## src/rtl/sl3w_pkg.sv

```systemverilog
package sl3w_pkg;

  typedef enum logic [1:0] {
    ST_RX   = 2'd0,
    ST_TX   = 2'd1,
    ST_HOLD = 2'd2
  } sl3w_state_e;

endpackage

```

## src/rtl/sl3w_sync.sv

```systemverilog
// Brings SCLK, chip select and serial data into the system clock and
// derives single-cycle SCLK edge pulses.
module sl3w_sync #(
  parameter int STAGES = 2
) (
  input  logic clk,
  input  logic rst_n,
  input  logic sclk_i,
  input  logic csn_i,
  input  logic sdin_i,
  output logic sclk_rise_o,
  output logic sclk_fall_o,
  output logic sel_o,
  output logic sdin_o
);

  // bit order: {sdin, csn, sclk}; idle state is deselected
  localparam logic [2:0] IDLE_VEC = 3'b010;

  logic [2:0] chain_q [STAGES];
  logic       sclk_d_q;

  genvar g;
  generate
    for (g = 0; g < STAGES; g++) begin : g_stage
      logic [2:0] d_in;
      if (g == 0) begin : g_first
        assign d_in = {sdin_i, csn_i, sclk_i};
      end else begin : g_next
        assign d_in = chain_q[g-1];
      end
      always_ff @(posedge clk or negedge rst_n) begin
        if (!rst_n) chain_q[g] <= IDLE_VEC;
        else        chain_q[g] <= d_in;
      end
    end
  endgenerate

  always_ff @(posedge clk or negedge rst_n) begin
    if (!rst_n) sclk_d_q <= 1'b0;
    else        sclk_d_q <= chain_q[STAGES-1][0];
  end

  assign sclk_rise_o =  chain_q[STAGES-1][0] & ~sclk_d_q;
  assign sclk_fall_o = ~chain_q[STAGES-1][0] &  sclk_d_q;
  assign sel_o       = ~chain_q[STAGES-1][1];
  assign sdin_o      =  chain_q[STAGES-1][2];

endmodule

```

## src/rtl/sl3w_rx.sv

```systemverilog
// Receive shifter: collects one flag bit plus PAYLOAD_W payload bits.
module sl3w_rx #(
  parameter int PAYLOAD_W = 8
) (
  input  logic                 clk,
  input  logic                 rst_n,
  input  logic                 clr_i,
  input  logic                 shift_i,
  input  logic                 bit_i,
  output logic                 done_o,
  output logic                 dc_o,
  output logic [PAYLOAD_W-1:0] byte_o
);

  localparam int FRAME_BITS = PAYLOAD_W + 1;
  localparam int CW         = $clog2(FRAME_BITS);
  localparam logic [CW-1:0] LAST_IDX = CW'(FRAME_BITS - 1);

  logic [FRAME_BITS-2:0] sh_q, sh_d;
  logic [CW-1:0]         cnt_q, cnt_d;
  logic [FRAME_BITS-1:0] frame;

  always_comb begin
    sh_d  = sh_q;
    cnt_d = cnt_q;
    if (clr_i) begin
      sh_d  = '0;
      cnt_d = '0;
    end else if (shift_i) begin
      sh_d  = {sh_q[FRAME_BITS-3:0], bit_i};
      cnt_d = (cnt_q == LAST_IDX) ? '0 : cnt_q + 1'b1;
    end
  end

  always_ff @(posedge clk or negedge rst_n) begin
    if (!rst_n) begin
      sh_q  <= '0;
      cnt_q <= '0;
    end else begin
      sh_q  <= sh_d;
      cnt_q <= cnt_d;
    end
  end

  assign frame  = {sh_q, bit_i};
  assign done_o = shift_i & ~clr_i & (cnt_q == LAST_IDX);
  assign dc_o   = frame[FRAME_BITS-1];
  assign byte_o = frame[PAYLOAD_W-1:0];

  AST_RX_CNT_RANGE: assert property (@(posedge clk) disable iff (!rst_n)
    cnt_q <= LAST_IDX);
  AST_RX_CLR_EMPTY: assert property (@(posedge clk) disable iff (!rst_n)
    clr_i |=> (cnt_q == '0));

endmodule

```

## src/rtl/sl3w_tx.sv

```systemverilog
// Transmit shifter: drives the latched status MSB first on SCLK falls and
// releases the line after W rising edges.
module sl3w_tx #(
  parameter int W = 8
) (
  input  logic         clk,
  input  logic         rst_n,
  input  logic         load_i,
  input  logic [W-1:0] status_i,
  input  logic         rise_i,
  input  logic         fall_i,
  input  logic         abort_i,
  output logic         oe_o,
  output logic         sd_o,
  output logic         done_o
);

  localparam int CW = $clog2(W);
  localparam logic [CW-1:0] LAST_IDX = CW'(W - 1);

  logic [W-1:0]  sh_q, sh_d;
  logic [CW-1:0] cnt_q, cnt_d;
  logic          oe_q, oe_d;
  logic          sd_q, sd_d;
  logic          last_rise;

  assign last_rise = oe_q & rise_i & (cnt_q == LAST_IDX);

  always_comb begin
    sh_d  = sh_q;
    cnt_d = cnt_q;
    oe_d  = oe_q;
    sd_d  = sd_q;
    if (abort_i) begin
      oe_d  = 1'b0;
      cnt_d = '0;
    end else if (load_i) begin
      sh_d  = status_i;
      sd_d  = 1'b0;
      oe_d  = 1'b1;
      cnt_d = '0;
    end else if (oe_q) begin
      if (fall_i) begin
        sd_d = sh_q[W-1];
        sh_d = {sh_q[W-2:0], 1'b0};
      end
      if (rise_i) begin
        if (cnt_q == LAST_IDX) begin
          oe_d  = 1'b0;
          cnt_d = '0;
        end else begin
          cnt_d = cnt_q + 1'b1;
        end
      end
    end
  end

  always_ff @(posedge clk or negedge rst_n) begin
    if (!rst_n) begin
      sh_q  <= '0;
      cnt_q <= '0;
      oe_q  <= 1'b0;
      sd_q  <= 1'b0;
    end else begin
      sh_q  <= sh_d;
      cnt_q <= cnt_d;
      oe_q  <= oe_d;
      sd_q  <= sd_d;
    end
  end

  assign oe_o   = oe_q;
  assign sd_o   = sd_q;
  assign done_o = last_rise & ~abort_i & ~load_i;

  AST_TX_BIT_STEADY: assert property (@(posedge clk) disable iff (!rst_n)
    (oe_q && !fall_i && !load_i) |=> $stable(sd_q));
  AST_TX_CNT_IDLE: assert property (@(posedge clk) disable iff (!rst_n)
    !oe_q |-> (cnt_q == '0));
  AST_TX_ABORT_OFF: assert property (@(posedge clk) disable iff (!rst_n)
    abort_i |=> !oe_q);

endmodule

```

## src/rtl/serial_rdbk_slave.sv

```systemverilog
module serial_rdbk_slave
  import sl3w_pkg::*;
#(
  parameter int         PAYLOAD_W   = 8,
  parameter int         SYNC_STAGES = 2,
  parameter logic [7:0] READ_OP     = 8'hDB
) (
  input  logic                 clk,
  input  logic                 rst_n,
  input  logic                 sclk_i,
  input  logic                 csn_i,
  input  logic                 sdin_i,
  input  logic [PAYLOAD_W-1:0] status_i,
  output logic                 sdout_o,
  output logic                 sdout_oe_o,
  output logic                 frm_valid_o,
  output logic                 frm_dc_o,
  output logic [PAYLOAD_W-1:0] frm_byte_o
);

  localparam logic [PAYLOAD_W-1:0] RD_CODE = PAYLOAD_W'(READ_OP);

  // reset: asserted asynchronously, released on the clock
  logic [1:0] rst_pipe_q;
  logic       rst_s_n;

  always_ff @(posedge clk or negedge rst_n) begin
    if (!rst_n) rst_pipe_q <= 2'b00;
    else        rst_pipe_q <= {rst_pipe_q[0], 1'b1};
  end
  assign rst_s_n = rst_pipe_q[1];

  logic sclk_rise, sclk_fall, sel, sdin_s;

  sl3w_sync #(.STAGES(SYNC_STAGES)) u_sync (
    .clk         (clk),
    .rst_n       (rst_s_n),
    .sclk_i      (sclk_i),
    .csn_i       (csn_i),
    .sdin_i      (sdin_i),
    .sclk_rise_o (sclk_rise),
    .sclk_fall_o (sclk_fall),
    .sel_o       (sel),
    .sdin_o      (sdin_s)
  );

  sl3w_state_e state_q, state_d;
  logic rx_clr, rx_shift, rx_done, rx_dc;
  logic [PAYLOAD_W-1:0] rx_byte;
  logic is_read;
  logic tx_load, tx_abort, tx_oe, tx_sd, tx_done;
  logic valid_q, valid_d;
  logic dc_q;
  logic [PAYLOAD_W-1:0] byte_q;
  logic frame_en;

  assign rx_clr   = ~sel | (state_q != ST_RX);
  assign rx_shift = sclk_rise & (state_q == ST_RX);

  sl3w_rx #(.PAYLOAD_W(PAYLOAD_W)) u_rx (
    .clk     (clk),
    .rst_n   (rst_s_n),
    .clr_i   (rx_clr),
    .shift_i (rx_shift),
    .bit_i   (sdin_s),
    .done_o  (rx_done),
    .dc_o    (rx_dc),
    .byte_o  (rx_byte)
  );

  assign is_read  = ~rx_dc & (rx_byte == RD_CODE);
  assign tx_load  = (state_q == ST_RX) & rx_done & is_read;
  assign tx_abort = (state_q == ST_TX) & ~sel;
  assign frame_en = (state_q == ST_RX) & rx_done & ~is_read;

  sl3w_tx #(.W(PAYLOAD_W)) u_tx (
    .clk      (clk),
    .rst_n    (rst_s_n),
    .load_i   (tx_load),
    .status_i (status_i),
    .rise_i   (sclk_rise),
    .fall_i   (sclk_fall),
    .abort_i  (tx_abort),
    .oe_o     (tx_oe),
    .sd_o     (tx_sd),
    .done_o   (tx_done)
  );

  // next-state
  always_comb begin
    state_d = state_q;
    valid_d = 1'b0;
    unique case (state_q)
      ST_RX: begin
        if (tx_load)       state_d = ST_TX;
        else if (frame_en) valid_d = 1'b1;
      end
      ST_TX: begin
        if (!sel)         state_d = ST_RX;
        else if (tx_done) state_d = ST_HOLD;
      end
      ST_HOLD: begin
        if (!sel) state_d = ST_RX;
      end
      default: state_d = ST_RX;
    endcase
  end

  always_ff @(posedge clk or negedge rst_s_n) begin
    if (!rst_s_n) begin
      state_q <= ST_RX;
      valid_q <= 1'b0;
    end else begin
      state_q <= state_d;
      valid_q <= valid_d;
    end
  end

  always_ff @(posedge clk or negedge rst_s_n) begin
    if (!rst_s_n) begin
      dc_q   <= 1'b0;
      byte_q <= '0;
    end else if (frame_en) begin
      dc_q   <= rx_dc;
      byte_q <= rx_byte;
    end
  end

  assign frm_valid_o = valid_q;
  assign frm_dc_o    = dc_q;
  assign frm_byte_o  = byte_q;
  assign sdout_o     = tx_sd;
  assign sdout_oe_o  = tx_oe & ~csn_i;

  AST_RESET_QUIET: assert property (@(posedge clk)
    !rst_s_n |-> (!tx_oe && !valid_q));
  AST_STROBE_SINGLE: assert property (@(posedge clk) disable iff (!rst_s_n)
    valid_q |=> !valid_q);
  AST_READ_NO_STROBE: assert property (@(posedge clk) disable iff (!rst_s_n)
    tx_load |=> !valid_q);
  AST_HOLD_SILENT: assert property (@(posedge clk) disable iff (!rst_s_n)
    (state_q == ST_HOLD) |-> (!valid_q && !tx_oe));
  AST_RX_NO_DRIVE: assert property (@(posedge clk) disable iff (!rst_s_n)
    (valid_q || rx_shift) |-> !tx_oe);
  AST_OE_FOLLOWS_TX: assert property (@(posedge clk) disable iff (!rst_s_n)
    tx_oe |-> (state_q == ST_TX));
  AST_ABORT_TO_RX: assert property (@(posedge clk) disable iff (!rst_s_n)
    tx_abort |=> (state_q == ST_RX));

endmodule

```

## config.mk

```make
export PLATFORM = sky130hd
export DESIGN_NAME = serial_rdbk_slave
export DESIGN_NICKNAME = d
export VERILOG_FILES = /design/src/rtl/sl3w_pkg.sv /design/src/rtl/sl3w_sync.sv /design/src/rtl/sl3w_rx.sv /design/src/rtl/sl3w_tx.sv /design/src/rtl/serial_rdbk_slave.sv
export SDC_FILE = /design/constraint.sdc
export NUM_CORES = 1
export LEC_CHECK = 0
export BUFFER_PORTS_ARGS = -buffer_cell sky130_fd_sc_hd__buf_2
export CAP_MARGIN = 20
export CORE_MARGIN = 2
export CORE_UTILIZATION = 42
export DETAILED_ROUTE_END_ITERATION = 12
export PLACE_DENSITY_LB_ADDON = 0.08
export SLEW_MARGIN = 10
export SYNTH_ARGS = -nofsm -noshare
export SYNTH_HDL_FRONTEND = slang
export SYNTH_SLANG_ARGS = --single-unit
export TNS_END_PERCENT = 20
```

## constraint.sdc

```tcl
create_clock -name clk -period 2.4 [get_ports clk]
set_input_delay 0.36 -clock clk [delete_from_list [all_inputs] [get_ports clk]]
set_output_delay 0.36 -clock clk [all_outputs]
set_load 0.01 [all_outputs]
```

==> flow_summary.ini <==
[grt]
grt_pass1_vias = 1355
grt_pass1_wl_um = 6180
grt_antenna_before_repair = 0
grt_start_max_net_pins = 45
grt_overflow_total = 0
gr-usage-all-layers = 0.154

[setup_path]
r2r_start = state_q[1]
arrival_ps = 2460
crit_start = state_q[1]
cp_slowest_cell = or4_4
path_class = flop to flop
path_cells = or3_4 > or4_4 > or2_0 > o221a_1
cp.required_ps = 2580
slowest_delay_ps = 530
crit_fanout = 10
start_kind = flop
crit_path_end_kind = flop

[yosys]
synth_seq_cells = 46
synthArstFlopShare = 1.00
synth_area_per_cell_um2 = 11.7
synthesis.nets = 181
yosysTopAreaCellShare = 0.575
synth_top_flop_cell = dfrtp_1
yosysMostFrequentCell = dfrtp_1
synth_largest_area_cell = dfrtp_1
yosys.cell_types.count = 38
synthCells = 164
synthTopCellsByArea = dfrtp_1 (58%), nand2_1 (5.9%), mux2_2 (4.1%), o221a_1 (4.1%), a21oi_1 (3.4%)
synth_area_mm2 = 0.00191
yosys_warnings = 0
synth_edf_count = 0
ys_seq_area_frac = 0.603
synth_common_cells = dfrtp_1 (44), nand2_1 (30), a21oi_1 (13)

[floorplan]
dieWidth_um = 71.5
fp.dieArea_mm2 = 0.00511
initial_core_util = 0.437
dieHeight_um = 71.5
boundaryPins = 25
row_count = 24
core-area_mm2 = 0.00438

[detailed_routing]
viasPerCell = 5.38
vias = 1323
post-route-drc-count = 0
drt-initial-drc-count = 129
drt_first_pass_iters = 4
drt-total-wl_um = 3570
wl_per_cell_um = 14.5
drt.antenna.violating_nets = 0

[sta]
worstMarginPinSlew_ps = 931
fin_crit_ps = 2280
finalSetupTns_ps = 0
drv_slew = 0
skew_ps = 11.3
hold_viol_final = 0
finalSetupViolations = 0
timing.final.crit_share = 0.952
fmax_mhz = 438
max_slew_margin = 0.379
rsz0062_at_grt = no
fin_ws_ps = 115

[place]
place_congestion = 0.755
port_buffers = 24
place_hpwl_um = 2530
place_inst = 237
dp_slack_ps = 138

[clocking]
htreeDepth = 2
clock-root-buffer = clkbuf_8
clock-sinks = 46
cts_made_buffers = 5
cts_resized = 0
cts_tree = built
cts_max_path_buffers = 2
insertion_delay_ps = 300
clk_pin_slew_worst_paths_ps = 90

[cells_and_area]
diodes = 0
drive_gt1_frac = 0.263
fin_cells = 246
area_growth_pct = 14.7
nNetsFinal = 210

[pwr]
leakage_uw = 0.00104
p_per_area_mw_per_mm2 = 595
peakVddDrop_mv = 0.414

[worst_hold_path]
hp-start = csn_i
min_path_type = primary input to flop

[run]
drv_cap = 0

[outcome]
outcome = complete, no violations
final timing paths:
check / to / slack, ps / cells past startpoint
min in group asynchronous: rst_pipe_q[1] / 360 / 2
max reg2reg: u_tx.sh_q[2] / 120 / 4
max: u_tx.sh_q[2] / 120 / 4
max in group asynchronous: u_tx.sh_q[3] / 1390 / 0
min reg2reg: u_sync.chain_q[0] / 360 / 0
min: u_sync.g_stage[1].d_in[1] / 160 / 1
metal layers:
| layer | track usage | part of all wire |
|---|---|---|
| met1 | 0.197 | 0.46 |
| met5 | 0 | 0 |
| met4 | 0.0503 | 0.0098 |
| met3 | 0.0464 | 0.049 |
| met2 | 0.252 | 0.48 |
kinds of logic after synthesis:
group,synth area share
other,0.00196
flip-flops,0.603
buffers and inverters,0.0301
adder cells (fa/ha/maj),0.0261
multiplexers,0.0575
AND/OR/NAND/NOR,0.168
AO/OA/AOI/OAI,0.114
layout make-up:
class / count / area, um^2
Tap cell: 52 / 65.1
Inverter: 4 / 15.0
Timing Repair Buffer: 30 / 168
Clock inverter: 3 / 21.3
Fill cell: 406 / 2190
Clock buffer: 5 / 68.8
Sequential cell: 46 / 1150
Multi-Input combinational cell: 106 / 703
worst max-delay path: cells and delay by family (launching register included):
| kind | cells | cell delay, ps |
|---|---|---|
| compound gates | 1 | 350 |
| simple gates | 3 | 1380 |
| flops | 1 | 430 |
power breakdown:
group	total (uW)	internal, uW	switching, uW
clock	463	205	258
combinational	36.9	17.4	19.5
sequential	807	786	20.8
total	1310	1010	298
repair_timing:
item	in CTS	in global routing
hold buffers	1	0
buffers inserted	0	0
setup endpoints to repair	0	0
endpoints found under the hold margin	2	0
registers in the layout (all words and copies together), names as in the netlist, 3 cells and up:
name                 count
frm_byte_o               8
u_rx.sh_q                8
u_tx.sh_q                8
u_rx.cnt_q               4
u_sync.g_stage.d_in      3
u_tx.cnt_q               3
through the flow:
stage	total power (uW)	hold WS (ps)	area, um^2	utilization
after CTS	1330	150	2200	0.501
final	1310	160	2200	0.501
after detailed placement	860	147	2100	0.478
after global routing	1360	154	2200	0.501
after global placement	857	144	2100	0.478
after floorplan	835	64.4	1910	-
cells in the final DEF, fill, tap and decap left out, drive strengths merged, types with 2 or more instances in the layout:
| cell | synthesis | routed |
|---|---|---|
| dfrtp | 44 | 44 |
| nand2 | 30 | 30 |
| buf | 3 | 29 |
| a21oi | 13 | 13 |
| nand2b | 8 | 8 |
| mux2 | 8 | 8 |
| o221a | 7 | 7 |
| clkbuf | 5 | 5 |
| inv | 4 | 4 |
| ha | 4 | 4 |
| nor2b | 3 | 3 |
| nor2 | 3 | 3 |
| nor3 | 3 | 3 |
| o21ai | 3 | 3 |
| nand4b | 2 | 2 |
| nand3b | 2 | 2 |
| mux2i | 2 | 2 |
| o22a | 2 | 2 |
| dfstp | 2 | 2 |
| or3 | 2 | 2 |
| clkinv | 0 | 2 |
Note: power is estimated with default switching activity, not from simulation.
